--- src/rtl/gdrv_pkg.sv ---
package gdrv_pkg;

  typedef enum logic [2:0] {
    PH_HALT      = 3'd0,
    PH_LOW       = 3'd1,
    PH_LOW_EXIT  = 3'd2,
    PH_GAP_UP    = 3'd3,
    PH_HIGH      = 3'd4,
    PH_HIGH_EXIT = 3'd5,
    PH_WAIT_OFF  = 3'd6,
    PH_GAP_DN    = 3'd7
  } phase_e;

  // A delay of dly edges has expired when the running count reaches dly-1.
  function automatic logic tmr_hit(input int unsigned cnt, input int unsigned dly);
    return (cnt + 1) >= dly;
  endfunction

  function automatic int unsigned max2(input int unsigned a, input int unsigned b);
    return (a > b) ? a : b;
  endfunction

  function automatic logic gh_of(input phase_e ph);
    return (ph == PH_HIGH) || (ph == PH_HIGH_EXIT);
  endfunction

  function automatic logic gl_of(input phase_e ph);
    return (ph == PH_LOW) || (ph == PH_LOW_EXIT);
  endfunction

endpackage

--- src/rtl/gdrv_lvl_filter.sv ---
module gdrv_lvl_filter
  import gdrv_pkg::*;
#(
  parameter int unsigned D_RISE  = 4,
  parameter int unsigned D_FALL  = 4,
  parameter logic        RST_VAL = 1'b0
) (
  input  logic clk,
  input  logic rst_n,
  input  logic in_i,
  output logic out_o
);
  localparam int unsigned DMAX = max2(D_RISE, D_FALL);
  localparam int unsigned CW   = $clog2(DMAX + 1);

  logic          out_q;
  logic [CW-1:0] cnt_q;
  logic          differ;
  logic          hit;

  assign differ = (in_i != out_q);
  assign hit    = tmr_hit(32'(cnt_q), out_q ? D_FALL : D_RISE);

  always_ff @(posedge clk or negedge rst_n) begin
    if (!rst_n) begin
      out_q <= RST_VAL;
      cnt_q <= '0;
    end else if (differ) begin
      if (hit) begin
        out_q <= in_i;
        cnt_q <= '0;
      end else begin
        cnt_q <= cnt_q + 1'b1;
      end
    end else begin
      cnt_q <= '0;
    end
  end

  assign out_o = out_q;

  // the filtered level only ever moves towards the sampled input.
  a_r7_filter_follows: assert property (@(posedge clk) disable iff (!rst_n)
    (out_q != $past(out_q)) |-> (out_q == $past(in_i)));

endmodule

--- src/rtl/gdrv_qualify.sv ---
module gdrv_qualify #(
  parameter int unsigned TRI_EXIT_CYC = 3,
  parameter int unsigned DIS_CYC      = 4
) (
  input  logic clk,
  input  logic rst_n,
  input  logic pwm_tri_i,
  input  logic dis_n_i,
  input  logic ls_inh_n_i,
  input  logic vcc_uv_i,
  input  logic boot_uv_i,
  output logic halt_o,
  output logic ls_en_o
);
  logic en_q;
  logic tri_hold;
  logic ls_en_q;

  // Disable: symmetric filter, reset state is "disabled".
  gdrv_lvl_filter #(.D_RISE(DIS_CYC), .D_FALL(DIS_CYC), .RST_VAL(1'b0)) u_dis_flt (
    .clk   (clk),
    .rst_n (rst_n),
    .in_i  (dis_n_i),
    .out_o (en_q)
  );

  // Tri-state: immediate entry, held exit.
  gdrv_lvl_filter #(.D_RISE(1), .D_FALL(TRI_EXIT_CYC), .RST_VAL(1'b0)) u_tri_flt (
    .clk   (clk),
    .rst_n (rst_n),
    .in_i  (pwm_tri_i),
    .out_o (tri_hold)
  );

  always_ff @(posedge clk or negedge rst_n) begin
    if (!rst_n) ls_en_q <= 1'b0;
    else        ls_en_q <= ls_inh_n_i;
  end

  assign halt_o  = vcc_uv_i | boot_uv_i | pwm_tri_i | tri_hold | ~en_q;
  assign ls_en_o = ls_en_q;

  // a raw tri-state request always stops the sequencer.
  a_r6_tri_halts: assert property (@(posedge clk) disable iff (!rst_n)
    pwm_tri_i |-> halt_o);

endmodule

--- src/rtl/gdrv_phase_fsm.sv ---
module gdrv_phase_fsm
  import gdrv_pkg::*;
#(
  parameter int unsigned GL_OFF_CYC = 2,
  parameter int unsigned GH_ON_CYC  = 3,
  parameter int unsigned GH_OFF_CYC = 4,
  parameter int unsigned GL_ON_CYC  = 4
) (
  input  logic clk,
  input  logic rst_n,
  input  logic pwm_i,
  input  logic hs_gate_low_i,
  input  logic halt_i,
  output logic gh_cmd_o,
  output logic gl_cmd_o
);
  localparam int unsigned DMAX = max2(max2(GL_OFF_CYC, GH_ON_CYC), max2(GH_OFF_CYC, GL_ON_CYC));
  localparam int unsigned CW   = $clog2(DMAX + 1);

  phase_e        ph_q, ph_d;
  logic [CW-1:0] cnt_q, cnt_d;
  logic [CW-1:0] cnt_inc;

  // Named events for the checks below.
  logic ev_gl_off_done, ev_gh_on_done, ev_gh_off_done, ev_gl_on_done;

  assign cnt_inc        = cnt_q + 1'b1;
  assign ev_gl_off_done = tmr_hit(32'(cnt_q), GL_OFF_CYC);
  assign ev_gh_on_done  = tmr_hit(32'(cnt_q), GH_ON_CYC);
  assign ev_gh_off_done = tmr_hit(32'(cnt_q), GH_OFF_CYC);
  assign ev_gl_on_done  = tmr_hit(32'(cnt_q), GL_ON_CYC);

  always_comb begin
    ph_d  = ph_q;
    cnt_d = '0;
    if (halt_i) begin
      ph_d = PH_HALT;
    end else begin
      case (ph_q)
        PH_HALT:      ph_d = PH_WAIT_OFF;
        PH_LOW:       if (pwm_i) ph_d = PH_LOW_EXIT;
        PH_LOW_EXIT: begin
          if (!pwm_i)              ph_d = PH_LOW;
          else if (ev_gl_off_done) ph_d = PH_GAP_UP;
          else                     cnt_d = cnt_inc;
        end
        PH_GAP_UP: begin
          if (!pwm_i)              ph_d = PH_WAIT_OFF;
          else if (ev_gh_on_done)  ph_d = PH_HIGH;
          else                     cnt_d = cnt_inc;
        end
        PH_HIGH:      if (!pwm_i) ph_d = PH_HIGH_EXIT;
        PH_HIGH_EXIT: begin
          if (pwm_i)               ph_d = PH_HIGH;
          else if (ev_gh_off_done) ph_d = PH_WAIT_OFF;
          else                     cnt_d = cnt_inc;
        end
        PH_WAIT_OFF: begin
          if (pwm_i)               ph_d = PH_GAP_UP;
          else if (hs_gate_low_i)  ph_d = PH_GAP_DN;
        end
        PH_GAP_DN: begin
          if (pwm_i)               ph_d = PH_GAP_UP;
          else if (ev_gl_on_done)  ph_d = PH_LOW;
          else                     cnt_d = cnt_inc;
        end
        default:                   ph_d = PH_HALT;
      endcase
    end
  end

  always_ff @(posedge clk or negedge rst_n) begin
    if (!rst_n) begin
      ph_q  <= PH_HALT;
      cnt_q <= '0;
    end else begin
      ph_q  <= ph_d;
      cnt_q <= cnt_d;
    end
  end

  assign gh_cmd_o = gh_of(ph_q);
  assign gl_cmd_o = gl_of(ph_q);

  // the low side only comes on at the end of the adaptive dead time.
  a_r4_gl_after_gap: assert property (@(posedge clk) disable iff (!rst_n)
    $rose(gl_cmd_o) |-> $past(ph_q == PH_GAP_DN));

  // a reversal during the low-side turn-off delay keeps the low side on.
  a_r5_low_cancel: assert property (@(posedge clk) disable iff (!rst_n)
    (ph_q == PH_LOW_EXIT && !pwm_i && !halt_i) |=> gl_cmd_o);

  // leaving a shutdown always enters the wait-for-high-side-off phase.
  a_r10_restart_path: assert property (@(posedge clk) disable iff (!rst_n)
    (ph_q == PH_HALT && !halt_i) |=> (ph_q == PH_WAIT_OFF));

endmodule

--- src/rtl/gdrv_halfbridge_seq.sv ---
module gdrv_halfbridge_seq #(
  parameter int unsigned GL_OFF_CYC   = 2,
  parameter int unsigned GH_ON_CYC    = 3,
  parameter int unsigned GH_OFF_CYC   = 4,
  parameter int unsigned GL_ON_CYC    = 4,
  parameter int unsigned TRI_EXIT_CYC = 3,
  parameter int unsigned DIS_CYC      = 4
) (
  input  logic clk,
  input  logic rst_n,
  input  logic pwm_i,
  input  logic pwm_tri_i,
  input  logic dis_n_i,
  input  logic ls_inh_n_i,
  input  logic vcc_uv_i,
  input  logic boot_uv_i,
  input  logic hs_gate_low_i,
  output logic gh_o,
  output logic gl_o
);
  logic halt;
  logic ls_en;
  logic gh_cmd;
  logic gl_cmd;

  gdrv_qualify #(.TRI_EXIT_CYC(TRI_EXIT_CYC), .DIS_CYC(DIS_CYC)) u_qual (
    .clk        (clk),
    .rst_n      (rst_n),
    .pwm_tri_i  (pwm_tri_i),
    .dis_n_i    (dis_n_i),
    .ls_inh_n_i (ls_inh_n_i),
    .vcc_uv_i   (vcc_uv_i),
    .boot_uv_i  (boot_uv_i),
    .halt_o     (halt),
    .ls_en_o    (ls_en)
  );

  gdrv_phase_fsm #(
    .GL_OFF_CYC (GL_OFF_CYC),
    .GH_ON_CYC  (GH_ON_CYC),
    .GH_OFF_CYC (GH_OFF_CYC),
    .GL_ON_CYC  (GL_ON_CYC)
  ) u_fsm (
    .clk           (clk),
    .rst_n         (rst_n),
    .pwm_i         (pwm_i),
    .hs_gate_low_i (hs_gate_low_i),
    .halt_i        (halt),
    .gh_cmd_o      (gh_cmd),
    .gl_cmd_o      (gl_cmd)
  );

  assign gh_o = gh_cmd;
  assign gl_o = gl_cmd & ls_en;

  a_r2_no_overlap: assert property (@(posedge clk) disable iff (!rst_n)
    !(gh_o && gl_o));

  a_r3_gl_low_before_gh: assert property (@(posedge clk) disable iff (!rst_n)
    $rose(gh_o) |-> $past(!gl_o));

  a_r8_uv_forces_low: assert property (@(posedge clk) disable iff (!rst_n)
    (vcc_uv_i || boot_uv_i) |=> (!gh_o && !gl_o));

  a_r6_tri_forces_low: assert property (@(posedge clk) disable iff (!rst_n)
    pwm_tri_i |=> (!gh_o && !gl_o));

  a_r9_inhibit_gl: assert property (@(posedge clk) disable iff (!rst_n)
    !ls_inh_n_i |=> !gl_o);

endmodule

--- config.mk ---
export PLATFORM = sky130hd
export DESIGN_NAME = gdrv_halfbridge_seq
export DESIGN_NICKNAME = d
export VERILOG_FILES = /design/src/rtl/gdrv_pkg.sv /design/src/rtl/gdrv_lvl_filter.sv /design/src/rtl/gdrv_qualify.sv /design/src/rtl/gdrv_phase_fsm.sv /design/src/rtl/gdrv_halfbridge_seq.sv
export SDC_FILE = /design/constraint.sdc
export NUM_CORES = 1
export LEC_CHECK = 0
export ABC_AREA = 1
export BUFFER_PORTS_ARGS = -buffer_cell sky130_fd_sc_hd__buf_2
export CAP_MARGIN = 20
export CORE_AREA = 2 2 49 42
export DETAILED_ROUTE_END_ITERATION = 7
export DIE_AREA = 0 0 51 44
export GPL_ROUTABILITY_DRIVEN = 0
export PLACE_DENSITY = 0.75
export REMOVE_ABC_BUFFERS = 1
export SETUP_SLACK_MARGIN = 0.4
export SKIP_LAST_GASP = 1
export SLEW_MARGIN = 20
export SYNTH_ARGS = -nofsm -noshare
export SYNTH_HDL_FRONTEND = slang
export SYNTH_SLANG_ARGS = --single-unit
--- constraint.sdc ---
create_clock -name clk -period 3.7 [get_ports clk]
set_input_delay 0.37 -clock clk [delete_from_list [all_inputs] [get_ports clk]]
set_output_delay 0.37 -clock clk [all_outputs]
set_load 0.05 [all_outputs]
== Word-level counts from Yosys, hierarchy flattened ==
Index checks and enable logic that the tools add are counted.
W data, S select, Z words.

* Add/subtract/negate cells: 6
* $lt $le $gt $ge: 5
* Equality and inequality tests: 16
* Multiplexer cells: 27
* Bitwise gates (word level): 6
* Reduce and logical (&&, ||, !) cells: 7

{| class="wikitable"
|+ Operators with widths
! operator !! count
|-
| $mux W3 || 22
|-
| $ge A32 B2 Y1 const B || 2
|-
| $ge A32 B3 Y1 const B || 1
|-
| $pmux W3 S8 || 1
|-
| $ne A4 B3 Y1 const B || 4
|-
| $eq A3 B3 Y1 const B || 4
|-
| $pmux W3 S3 || 1
|-
| $add A3 B1 Y4 const B || 2
|-
| $reduce_and A7 Y1 || 1
|-
| $add A3 B1 Y3 const B || 2
|-
| $eq A3 B2 Y1 const B || 2
|-
| $mux W2 || 3
|-
| $ne A3 B3 Y1 const B || 2
|-
| $ge A4 B3 Y1 const B || 1
|-
| $ne A4 B4 Y1 const B || 1
|-
| $or A1 B1 Y1 || 4
|-
| $reduce_and A2 Y1 || 2
|-
| $add A2 B1 Y3 const B || 1
|-
| $eq A3 B1 Y1 const B || 1
|-
| $ge A3 B2 Y1 || 1
|-
| $logic_not A3 Y1 || 1
|-
| $add A2 B1 Y2 const B || 1
|-
| $logic_or A1 B1 Y1 || 2
|-
| $ne A1 B1 Y1 || 2
|-
| 3 further kinds || 3
|}

* Register bits: 14
* Bits of input ports: 9
* Output and inout bits: 2
* Logic and storage cells: 74

== Longest topological paths before layout ==
Gate-level depths: netlist of run 1.

* Word-level depth: 6
* Depth in mapped cells: 11
* Depth with buffers taken out: 11

== Hierarchy ==
Synthesis of run 1 repeated with hierarchy kept, for this count alone.

* Cells, all modules: 135
* Area, all modules: 972.2 µm²

{| class="wikitable"
|+ By module, submodules not included
! module !! times used !! cells an instance !! area an instance (µm²) !! sequential area each (µm²)
|-
| gdrv_phase_fsm || 1 || 84 || 553.0 || 150.1
|-
| gdrv_lvl_filter (u_qual.u_dis_flt) || 1 || 25 || 202.7 || 100.1
|-
| gdrv_lvl_filter (u_qual.u_tri_flt) || 1 || 18 || 163.9 || 75.1
|-
| gdrv_qualify || 1 || 6 || 45.0 || 25.0
|-
| gdrv_halfbridge_seq || 1 || 2 || 7.5 || 0.0
|}

== Least setup slack after synthesis of run 1 ==
No wires, ideal clock.

* Path kind: flip-flop to output port
* Start: register u_fsm.ph_q[1]
* End: output port gh_o
* Arrival time: 1.193 ns
* Data required time: 3.330 ns
* Path slack: 2.137 ns
* Stages on the path, launching flop included: 3
* Path buffers: 1
* Cell sequence: dfrtp_1 > buf_4 > nor2_1

* Word-level cells in the longest chain between the ends: 2
* Elaborated cells on any way between the ends: 3
* Those cells by class: 2 x eq/ne; 1 x reduce/logical

{| class="wikitable"
|+ Ends and longest elaborated chain
! what !! RTL line !! text
|-
| from (decl) || gdrv_phase_fsm.sv:20 || <nowiki>phase_e ph_q, ph_d;</nowiki>
|-
| from (signal assigned) || gdrv_phase_fsm.sv:77 || <nowiki>ph_q <= ph_d;</nowiki>
|-
| $eq A3 B3 Y1 || gdrv_pkg.sv:24 || <nowiki>return (ph == PH_HIGH) || (ph == PH_HIGH_EXIT);</nowiki>
|-
| $logic_or A1 B1 Y1 * || gdrv_pkg.sv:24 ||
|-
| to (decl) || gdrv_halfbridge_seq.sv:18 || <nowiki>output logic gh_o,</nowiki>
|}

Mark *: on every way between the ends. The rest lies on a longest branch, timed or not.

== Worst setup path in the final report of run 1 ==
* Start: register u_fsm.ph_q[1]
* End: output port gl_o

* Word-level cells in the longest chain between the ends: 3
* Elaborated cells on any way between the ends: 4
* Those cells by class: 2 x eq/ne; 1 x bitwise; 1 x reduce/logical

{| class="wikitable"
|+ Ends and longest elaborated chain
! what !! RTL line !! text
|-
| $eq A3 B1 Y1 or $eq A3 B2 Y1 (tied branches) || gdrv_pkg.sv:28 || <nowiki>return (ph == PH_LOW) || (ph == PH_LOW_EXIT);</nowiki>
|-
| $logic_or A1 B1 Y1 * || gdrv_pkg.sv:28 ||
|-
| $and A1 B1 Y1 * || gdrv_halfbridge_seq.sv:54 || <nowiki>assign gl_o = gl_cmd & ls_en;</nowiki>
|-
| to (decl) || gdrv_halfbridge_seq.sv:19 || <nowiki>output logic gl_o</nowiki>
|}

Marks and branches as above.

==> run metrics, run 1 <==
Max-Cap Viols 0; final slew viol count 0; Synth cell types 28; Core Footprint 1770 um^2; kind of critical path register to output port; XOR/XNOR share of the synthesized area 0.0186; clk_lat worst skew 0.27 ns; worst r2r src u_qual.u_tri_flt.cnt_q[0]; element type at the critical path start register; Final Hold Fails 0; clock-pin slew on the worst setup and hold paths 0.07 ns; HPWL reported at the end of detailed placement 1230 um; IO Port Bufs 10; Ys Warns 0; global-route wire length before repair 2790 um; Max Clock Skew 0.00701 ns; final setup fails 0; I/O pin count 11; DR vias 768; Max clock buf depth 2; DRC 0; post-synthesis compound-gate area fraction 0.0703; initial antenna violation count 0; WL final 1510 um; Yosys top cell area share 0.371; Pre-antenna DRT Iters 4; clock sink count 14; Setup Buffers After CTS 0; synthesized flop and latch total 14; Synth Area in Adders 0.0875; Layout Nets 148; CP startpoint u_fsm.ph_q[1]; Synth Area in Simple Gates 0.337; Worst EP required 3.33 ns; Post-Place Worst Slack 2.06 ns; Antenna Cells 0; chip width 51 um; die area 2240 um^2; peak supply drop 0.000264 V; Synth area leader dfrtp_1; Final Cycle Share 0.508; wire per inst 9.76 um; Mapped Area 943 um^2; post-route ant nets 0; Detailed Route Iter0 Violations 16; syn_area_per_cell 7.93 um^2; RSZ-0062 raised after global routing no; setup_tns 0 ns; mux cell area share after synthesis 0.0119; Pwr Density 382 nW/um^2; largest family of logic cells by synthesized area simple AND/OR/NAND/NOR gates; Setup WS post-layout 1.82 ns; Num CTS Buffers 3; hold path startpoint ls_inh_n_i; synthesized instance count 119; CP arrival 1.51 ns; leakage 0.000530 uW; FMAX 532 MHz; htree depth 1; FP Rows 14; Area contributors post-synth dfrtp_1, nand2_1, ha_1; CTS tree yes; die height 44 um; GRT overflow 0; via/cell ratio 4.95; status complete, no violations; register area share after synthesis 0.371; Worst setup EP type output port; min Tclk post-route 1.88 ns; largest net degree at the start of global routing 15; vias in the first global route 698; Hold Crit Class input port to register; gr usage total 0.163; CTS root buffer clkbuf_4; share of cells above drive strength 1 0.237; Fill cells 160; Initial Util 0.533; synth-to-layout area growth 9.15%; critical-path maximum fanout 11
[where the power goes]
| part | switching [uW] | internal, uW | leakage, uW | total (uW) |
|---|---|---|---|---|
| sequential | 22.2 | 174 | 0.000182 | 196 |
| combinational | 69.8 | 48.5 | 0.000334 | 118 |
| clock | 41.8 | 37.5 | 0.0000138 | 79.4 |
| total | 134 | 260 | 0.000530 | 393 |
[through the flow]
step	cell area, um^2	util	cells	total power (uW)	hold WS (ns)
3_5_place_dp	997	0.564	151	317	0.279
3_3_place_gp	997	0.564	151	310	0.278
6_report	1030	0.582	155	393	0.221
5_1_grt	1030	0.582	155	431	0.198
2_1_floorplan	917	-	117	284	0.0744
4_1_cts	1030	0.582	155	397	0.215
[cells in the final DEF, fill, tap and decap left out]
| cell | count |
|---|---|
| nand2_2 | 7 |
| buf_2 | 10 |
| nor3_2 | 1 |
| o22ai_1 | 1 |
| nand2_4 | 1 |
| and2_1 | 1 |
| o21a_1 | 1 |
| nand2_1 | 19 |
| nor2_1 | 13 |
| xnor2_1 | 2 |
| conb_1 | 2 |
| dfrtp_1 | 14 |
| nand3_1 | 11 |
| nor2_2 | 2 |
| ha_1 | 5 |
| a21oi_1 | 6 |
| mux2_2 | 1 |
| o21ai_1 | 1 |
| inv_2 | 4 |
| dlygate4sd3_1 | 1 |
| nand4_1 | 3 |
| nor2_4 | 2 |
| o21ai_0 | 2 |
| o31ai_1 | 1 |
| clkbuf_4 | 3 |
| inv_1 | 13 |
| nand3b_1 | 1 |
| fa_1 | 1 |
| nor3_1 | 2 |
[path summary, 6_finish.rpt]
path / slack (ns) / cells after the start / endpoint
hold / removal: 0.22 / 1 / u_qual.ls_en_o
setup / recovery: 1.82 / 6 / gl_o
min in group asynchronous: 0.51 / 2 / u_qual.u_tri_flt.cnt_q[0]
setup reg to reg: 2.04 / 6 / u_qual.u_tri_flt.cnt_q[1]
max in group asynchronous: 2.96 / 2 / u_fsm.ph_q[0]
hold reg to reg: 0.46 / 1 / u_qual.u_dis_flt.cnt_q[0]
[routing by layer]
layer | vias to the layer above | track usage | wire length, um
li1 | 401 | - | -
met1 | 349 | 0.221 | 734
met2 | 16 | 0.268 | 706
met3 | 2 | 0.0103 | 61
met4 | 0 | 0.0811 | 12
met5 | - | 0 | 0
[cells by family (layout without fill, tap and decap cells)]
| family | Yosys count | in the layout |
|---|---|---|
| xor gates and xnor gates | 2 | 2 |
| DFF | 14 | 14 |
| buffers and inverters | 20 | 31 |
| and+or+nand+nor | 63 | 63 |
| adders and majority gates | 6 | 6 |
| muxes | 1 | 1 |
| AOI/OAI and AO/OA | 12 | 12 |
| other | 1 | 2 |
[sequential cells by signal (all words and copies together) (netlist names)]
register                cells
u_qual.u_tri_flt.out_o      1
u_fsm.ph_q                  3
u_qual.u_dis_flt.cnt_q      3
u_qual.u_dis_flt.out_o      1
u_fsm.cnt_q                 3
u_qual.ls_en_o              1
u_qual.u_tri_flt.cnt_q      2
[worst max-delay path, cell delays in order, from the launching register on]
cell and delay (ns):
dfrtp_1 0.53, inv_2 0.11, nor2_4 0.12, nand2_2 0.07
inv_2 0.06, o21a_1 0.10, buf_2 0.25
[layout make-up]
class / count / area (um^2) / share of cell area
multi-input cells: 86 / 503 / 0.488
flip-flops and latches: 14 / 350 / 0.340
inverters: 17 / 63.8 / 0.0620
repair buffers: 11 / 60.1 / 0.0583
well taps: 24 / 30.0 / 0.0292
clock buffers: 3 / 22.5 / 0.0219
[synth_stat cells, drive strengths merged]
master / instances
nand2: 27
inv: 17
nor2: 17
dfrtp: 14
nand3: 11
a21oi: 6
ha: 5
buf: 3
nand4: 3
nor3: 3
o21ai: 3
xnor2: 2
and2: 1
conb: 1
fa: 1
mux2: 1
nand3b: 1
o21a: 1
o22ai: 1
o31ai: 1
[timing repair]
| item | in CTS | in global routing |
|---|---|---|
| hold endpoints to repair | 14 | 0 |
| hold buffers | 1 | 0 |
| resized for setup | 0 | 0 |
(Power assumes the default switching activity.)
==> run 2, diff against run 1 <==
--- a/config.mk
+++ b/config.mk
@@ -5,14 +5,14 @@
 export SDC_FILE = /design/constraint.sdc
 export NUM_CORES = 1
 export LEC_CHECK = 0
-export ABC_AREA = 1
+export ABC_AREA = 0
 export BUFFER_PORTS_ARGS = -buffer_cell sky130_fd_sc_hd__buf_2
 export CAP_MARGIN = 20
-export CORE_AREA = 2 2 49 42
+export CORE_AREA = 2 2 50 43
 export DETAILED_ROUTE_END_ITERATION = 7
-export DIE_AREA = 0 0 51 44
+export DIE_AREA = 0 0 52 45
 export GPL_ROUTABILITY_DRIVEN = 0
-export PLACE_DENSITY = 0.75
+export PLACE_DENSITY = 0.7
 export REMOVE_ABC_BUFFERS = 1
 export SETUP_SLACK_MARGIN = 0.4
 export SKIP_LAST_GASP = 1
==> constraint.sdc (replaced) <==
create_clock -name clk -period 1.64 [get_ports clk]
set_input_delay 0.164 -clock clk [delete_from_list [all_inputs] [get_ports clk]]
set_output_delay 0.164 -clock clk [all_outputs]
set_load 0.05 [all_outputs]
==> run 2 against run 1 <==
The flow now finishes with violations (setup timing); power rose to 2.9 times the previous value; sequential share of layout area decreased by 5.8 points; worst hold slack worse by 0.045 ns; routed wire length up 32%.
==> run metrics, run 2 <==
initial antenna violation count 0; worst reg2reg path depth 7; critical-path maximum fanout 4; Max-Cap Viols 0; CP arrival 2.03 ns; register area share after synthesis 0.403; crit path to u_fsm.ph_q[1]; CP Cell Sequence inv_2, ha_4, or3b_1, a21o_1, a21o_4, a31oi_4, a311oi_2; Synth Area in Adders 0.0951; synth cell count leaders dfrtp_1, inv_1, nor2_1; Synth Area in Simple Gates 0.192; violations in the final reports setup timing; sw frac 0.323; clock-pin slew on the worst setup and hold paths 0.07 ns; Worst setup EP type register; Core Footprint 1800 um^2; DRC 0; CP startpoint u_fsm.cnt_q[0]; ys flop type dfrtp_1; htree depth 1; post-route ant nets 0; number of synthesized flops with an enable pin 0; Antenna Cells 0; Max Clock Skew 0.000309 ns; GRT overflow 0; Max stage delay on crit path 0.40 ns; Yosys top cell area share 0.403; Worst EP required 1.78 ns; clock sink count 14; post-synthesis compound-gate area fraction 0.171; syn_area_per_cell 9.98 um^2; NetSw 371 uW; Logic pwr share 0.469; Pwr Density 924 nW/um^2; synthesized instance count 87; P_int 776 uW; Hold Path Stages 2; synthesized flop and latch total 14; WL final 1990 um; min Tclk post-route 1.88 ns; Num CTS Buffers 3; die area 2340 um^2; final slew viol count 0; via/cell ratio 5.28; reg-to-reg endpoint u_fsm.ph_q[1]; mux cell area share after synthesis 0.0375; Final Hold Fails 0; final setup fails 4; Hold Crit Class input port to register; Setup WS post-layout -0.244 ns; Largest regs u_fsm.cnt_q: 3 flops, u_fsm.ph_q: 3 flops, u_qual.u_dis_flt.cnt_q: 3 flops; IO Port Bufs 10; setup_tns -0.680 ns; Mapped Area 868 um^2; global-route wire length before repair 3030 um; Seq pwr share 0.375; Synth cell types 39; Final Cycle Share 1.15; synth-to-layout area growth 43.1%; wire per inst 13.8 um; DR vias 760; Reg2Reg Setup Slack -0.24 ns; most common cell in the netlist dfrtp_1; kind of critical path register to register; commonest cells after routing, fill and taps aside buf_4, dfrtp_1, buf_2; FMAX 531 MHz; FP Rows 14; Detailed Route Iter0 Violations 17; share of flip-flops with an asynchronous set or reset 1.00; slowest stage cell on the critical path dfrtp_1; CTS tree yes; chip width 52 um; Layout Nets 137; largest net degree at the start of global routing 15; HPWL reported at the end of detailed placement 1240 um; most common cell after layout, fill and taps aside buf_4; XOR/XNOR share of the synthesized area 0.0403; Area contributors post-synth dfrtp_1, ha_1, xor2_1; Fill cells 139; RSZ-0062 raised after global routing yes; Pre-antenna DRT Iters 4; Max clock buf depth 2; CTS root buffer clkbuf_4; Initial Util 0.481; element type at the critical path start register; worst r2r src u_fsm.cnt_q[0]; Ys Warns 0; Synth area leader dfrtp_1; leakage 0.000551 uW; vias in the first global route 733; I/O pin count 11; die height 45 um; largest family of logic cells by synthesized area simple AND/OR/NAND/NOR gates; share of cells above drive strength 1 0.450; status complete, but fails checks; clk_lat worst skew 0.27 ns; peak supply drop 0.000733 V; hold slack 0.176 ns; Clk pwr share 0.156; gr usage total 0.180
run 2: cell types whose count changed in the layout (fill, tap and decap cells not counted), moves of 3 or more:
| cell | previous run | this run |
|---|---|---|
| inv_1 | 13 | 2 |
| nand2_2 | 7 | 0 |
| buf_4 | 0 | 17 |
| nand3_1 | 11 | 0 |
| and3_1 | 0 | 3 |
| xor2_1 | 0 | 3 |
| buf_6 | 0 | 5 |
| nand2_1 | 19 | 5 |
| a21oi_1 | 6 | 2 |
| nor2_1 | 13 | 5 |
run 2: power by group through the flow:
stage | Clock [uW] | Combinational, uW | Sequential (uW)
final | 179 | 538 | 431
after global routing | 202 | 584 | 438
after CTS | 185 | 478 | 426
after detailed placement | 0 | 341 | 431
after global placement | 0 | 331 | 429
after floorplan | 0 | 186 | 438
run 2: critical path, delay by kind of cell, from the launching register on:
kind	cells	cell delay, ns
fa+ha+maj	1	0.26
compound gates	4	0.68
simple gates	1	0.34
flops	1	0.40
buf+inv	1	0.07
run 2: kinds of logic (layout without fill, tap and decap cells):
| family | count (synthesis) | in the layout |
|---|---|---|
| adders and majority gates | 6 | 6 |
| muxes | 3 | 3 |
| DFF | 14 | 14 |
| buffers and inverters | 9 | 41 |
| AOI/OAI and AO/OA | 20 | 20 |
| other | 1 | 2 |
| xor gates and xnor gates | 4 | 4 |
| and+or+nand+nor | 30 | 30 |
run 2: per-stage QoR:
| stage | total power (uW) | instance area (um^2) | utilization | setup WS (ns) | cells |
|---|---|---|---|---|---|
| final | 1150 | 1240 | 0.689 | -0.244 | 144 |
| after global routing | 1220 | 1240 | 0.689 | -0.331 | 144 |
| after CTS | 1090 | 1140 | 0.635 | -0.217 | 141 |
| after detailed placement | 771 | 1000 | 0.555 | -0.236 | 129 |
| after global placement | 760 | 1000 | 0.555 | -0.202 | 129 |
| after floorplan | 624 | 846 | - | -0.204 | 85 |
run 2: repair_timing:
item,CTS,global route
hold buffers,2,0
cloned,0,0
endpoints found under the hold margin,15,0
endpoints found under the setup margin,11,11
pin swaps,13,13
buffers inserted,7,3
resized for setup,15,14
run 2: area by class of cell:
class / count / area (um^2) / share of cell area
well taps: 24 / 30.0 / 0.0242
multi-input cells: 65 / 573 / 0.461
clock buffers: 3 / 22.5 / 0.0181
repair buffers: 32 / 244 / 0.196
flip-flops and latches: 14 / 350 / 0.282
inverters: 6 / 22.5 / 0.0181
run 2: how the worst min path moves through the flow:
stage | slack [ns] | startpoint | to
after floorplan | -0.13 | rst_n | u_fsm.cnt_q[0]
after global placement | 0.07 | rst_n | u_qual.u_tri_flt.out_o
after detailed placement | 0.07 | rst_n | u_qual.u_tri_flt.cnt_q[1]
after CTS | 0.16 | dis_n_i | u_qual.u_dis_flt.out_o
after global routing | 0.17 | pwm_tri_i | u_qual.u_tri_flt.out_o
final | 0.18 | pwm_tri_i | u_qual.u_tri_flt.out_o
run 2: metal layers:
layer | vias up | routed length, um | GRT usage
li1 | 374 | - | -
met1 | 372 | 831 | 0.229
met2 | 14 | 1100 | 0.291
met3 | 0 | 59 | 0.0662
met4 | 0 | 0 | 0.0526
met5 | - | 0 | 0
==> run 3, diff against run 2 <==
==> constraint.sdc (replaced) <==
create_clock -name clk -period 1.6 [get_ports clk]
set_input_delay 0.16 -clock clk [delete_from_list [all_inputs] [get_ports clk]]
set_output_delay 0.16 -clock clk [all_outputs]
set_load 0.05 [all_outputs]
==> run 3 against run 2 <==
The run still ends with setup timing left; utilization rose by 0.28 points; die area did not move; design area rose by 0.40%; sequential power rose by 1%; critical path depth did not move; flip-flop and latch count did not move; final cell count rose by 2.1%; count of clock-buffer cells in the layout rose by 1; worst hold slack got worse by 0.021 ns; highest routed layer is now met4.
==> run metrics, run 3 (synthesis results as in run 2) <==
wire per inst 12.8 um; commonest cells after routing, fill and taps aside buf_4, dfrtp_1, buf_2; Antenna Cells 0; Hold Crit Class input port to register; setup_tns -0.828 ns; most common cell after layout, fill and taps aside buf_4; GRT overflow 0; WL final 1880 um; Initial Util 0.481; via/cell ratio 5.14; gr usage total 0.172; clk_lat worst skew 0.28 ns; die height 45 um; Final Cycle Share 1.18; Pre-antenna DRT Iters 4; CTS root buffer clkbuf_4; status complete, but fails checks; Setup WS post-layout -0.291 ns; Detailed Route Iter0 Violations 23; kind of critical path register to register; min Tclk post-route 1.89 ns; die area 2340 um^2; CTS tree yes; peak supply drop 0.000796 V; Max clock buf depth 2; slowest stage cell on the critical path dfrtp_1; Final Hold Fails 0; clock sink count 14; clock-pin slew on the worst setup and hold paths 0.09 ns; Core Footprint 1800 um^2; initial antenna violation count 0; Largest regs u_fsm.cnt_q: 3 flops, u_fsm.ph_q: 3 flops, u_qual.u_dis_flt.cnt_q: 3 flops; post-route ant nets 0; FP Rows 14; Fill cells 140; Pwr Density 945 nW/um^2; Worst setup EP type register; CP Cell Sequence inv_2, ha_4, or3b_1, a21o_1, a21o_2, a31oi_2, a311oi_2; largest net degree at the start of global routing 15; htree depth 1; RSZ-0062 raised after global routing yes; element type at the critical path start register; chip width 52 um; synth-to-layout area growth 43.7%; leakage 0.000564 uW; critical-path maximum fanout 4; violations in the final reports setup timing; IO Port Bufs 10; Worst EP required 1.75 ns; FMAX 529 MHz; Total Power 1180 uW; global-route wire length before repair 2920 um; final setup fails 4; Max stage delay on crit path 0.39 ns; vias in the first global route 662; Num CTS Buffers 3; share of cells above drive strength 1 0.472; Layout Nets 139; I/O pin count 11; hold slack 0.155 ns; Max Clock Skew 0.00549 ns; DRC 0; CP arrival 2.05 ns; DR vias 755; final slew viol count 0; HPWL reported at the end of detailed placement 1190 um; Max-Cap Viols 0
## run 3: worst paths after layout
path / from / end / slack, ns / cells past startpoint
min in group asynchronous: rst_n / u_qual.u_tri_flt.out_o / 0.29 / 2
setup / recovery: u_fsm.cnt_q[0] / u_fsm.ph_q[1] / -0.29 / 7
setup reg to reg: u_fsm.cnt_q[0] / u_fsm.ph_q[1] / -0.29 / 7
hold / removal: dis_n_i / u_qual.u_dis_flt.out_o / 0.15 / 2
hold reg to reg: u_qual.u_dis_flt.cnt_q[0] / u_qual.u_dis_flt.cnt_q[0] / 0.47 / 1
max in group asynchronous: rst_n / u_fsm.cnt_q[2] / 1.07 / 2
## run 3: critical path: cells and delay by family (launching register included)
family | cells | cell delay, ns
buffers and inverters | 1 | 0.07
flip-flops | 1 | 0.39
AND/OR/NAND/NOR | 1 | 0.34
AO/OA/AOI/OAI | 4 | 0.72
adder cells (fa/ha/maj) | 1 | 0.26
## run 3: through the flow
step	cell area (um^2)	util	worst slack, ns	cells
floorplan	846	-	-0.244	85
global placement	1000	0.555	-0.242	129
detailed placement	1000	0.555	-0.299	129
CTS	1170	0.650	-0.265	142
global route	1250	0.691	-0.369	147
finish	1250	0.691	-0.291	147
## run 3: where the power goes
group	internal (uW)	leakage (uW)	switching [uW]
combinational	288	0.000361	203
sequential	403	0.000182	34.1
clock	138	0.0000210	112
## run 3: area by class of cell
type                            instances  area (um^2)  share of cell area
Timing Repair Buffer                   34          267               0.214
Multi-Input combinational cell         65          542               0.434
Inverter                                6         22.5              0.0181
Clock buffer                            4         36.3              0.0291
Tap cell                               24         30.0              0.0241
Sequential cell                        14          350               0.281
## run 3: timing repair
action | CTS | global route
pin swaps | 14 | 10
buffers inserted | 7 | 5
endpoints found under the setup margin | 11 | 11
hold buffers | 2 | 0
hold endpoints to repair | 15 | 0
gates resized for setup | 21 | 8
## run 3: routing by layer
layer | global-route usage | wire (um) | vias to the layer above
li1 | - | - | 382
met5 | 0 | 0 | -
met3 | 0.0397 | 48 | 2
met4 | 0.0474 | 10 | 0
met1 | 0.233 | 842 | 360
met2 | 0.281 | 981 | 11
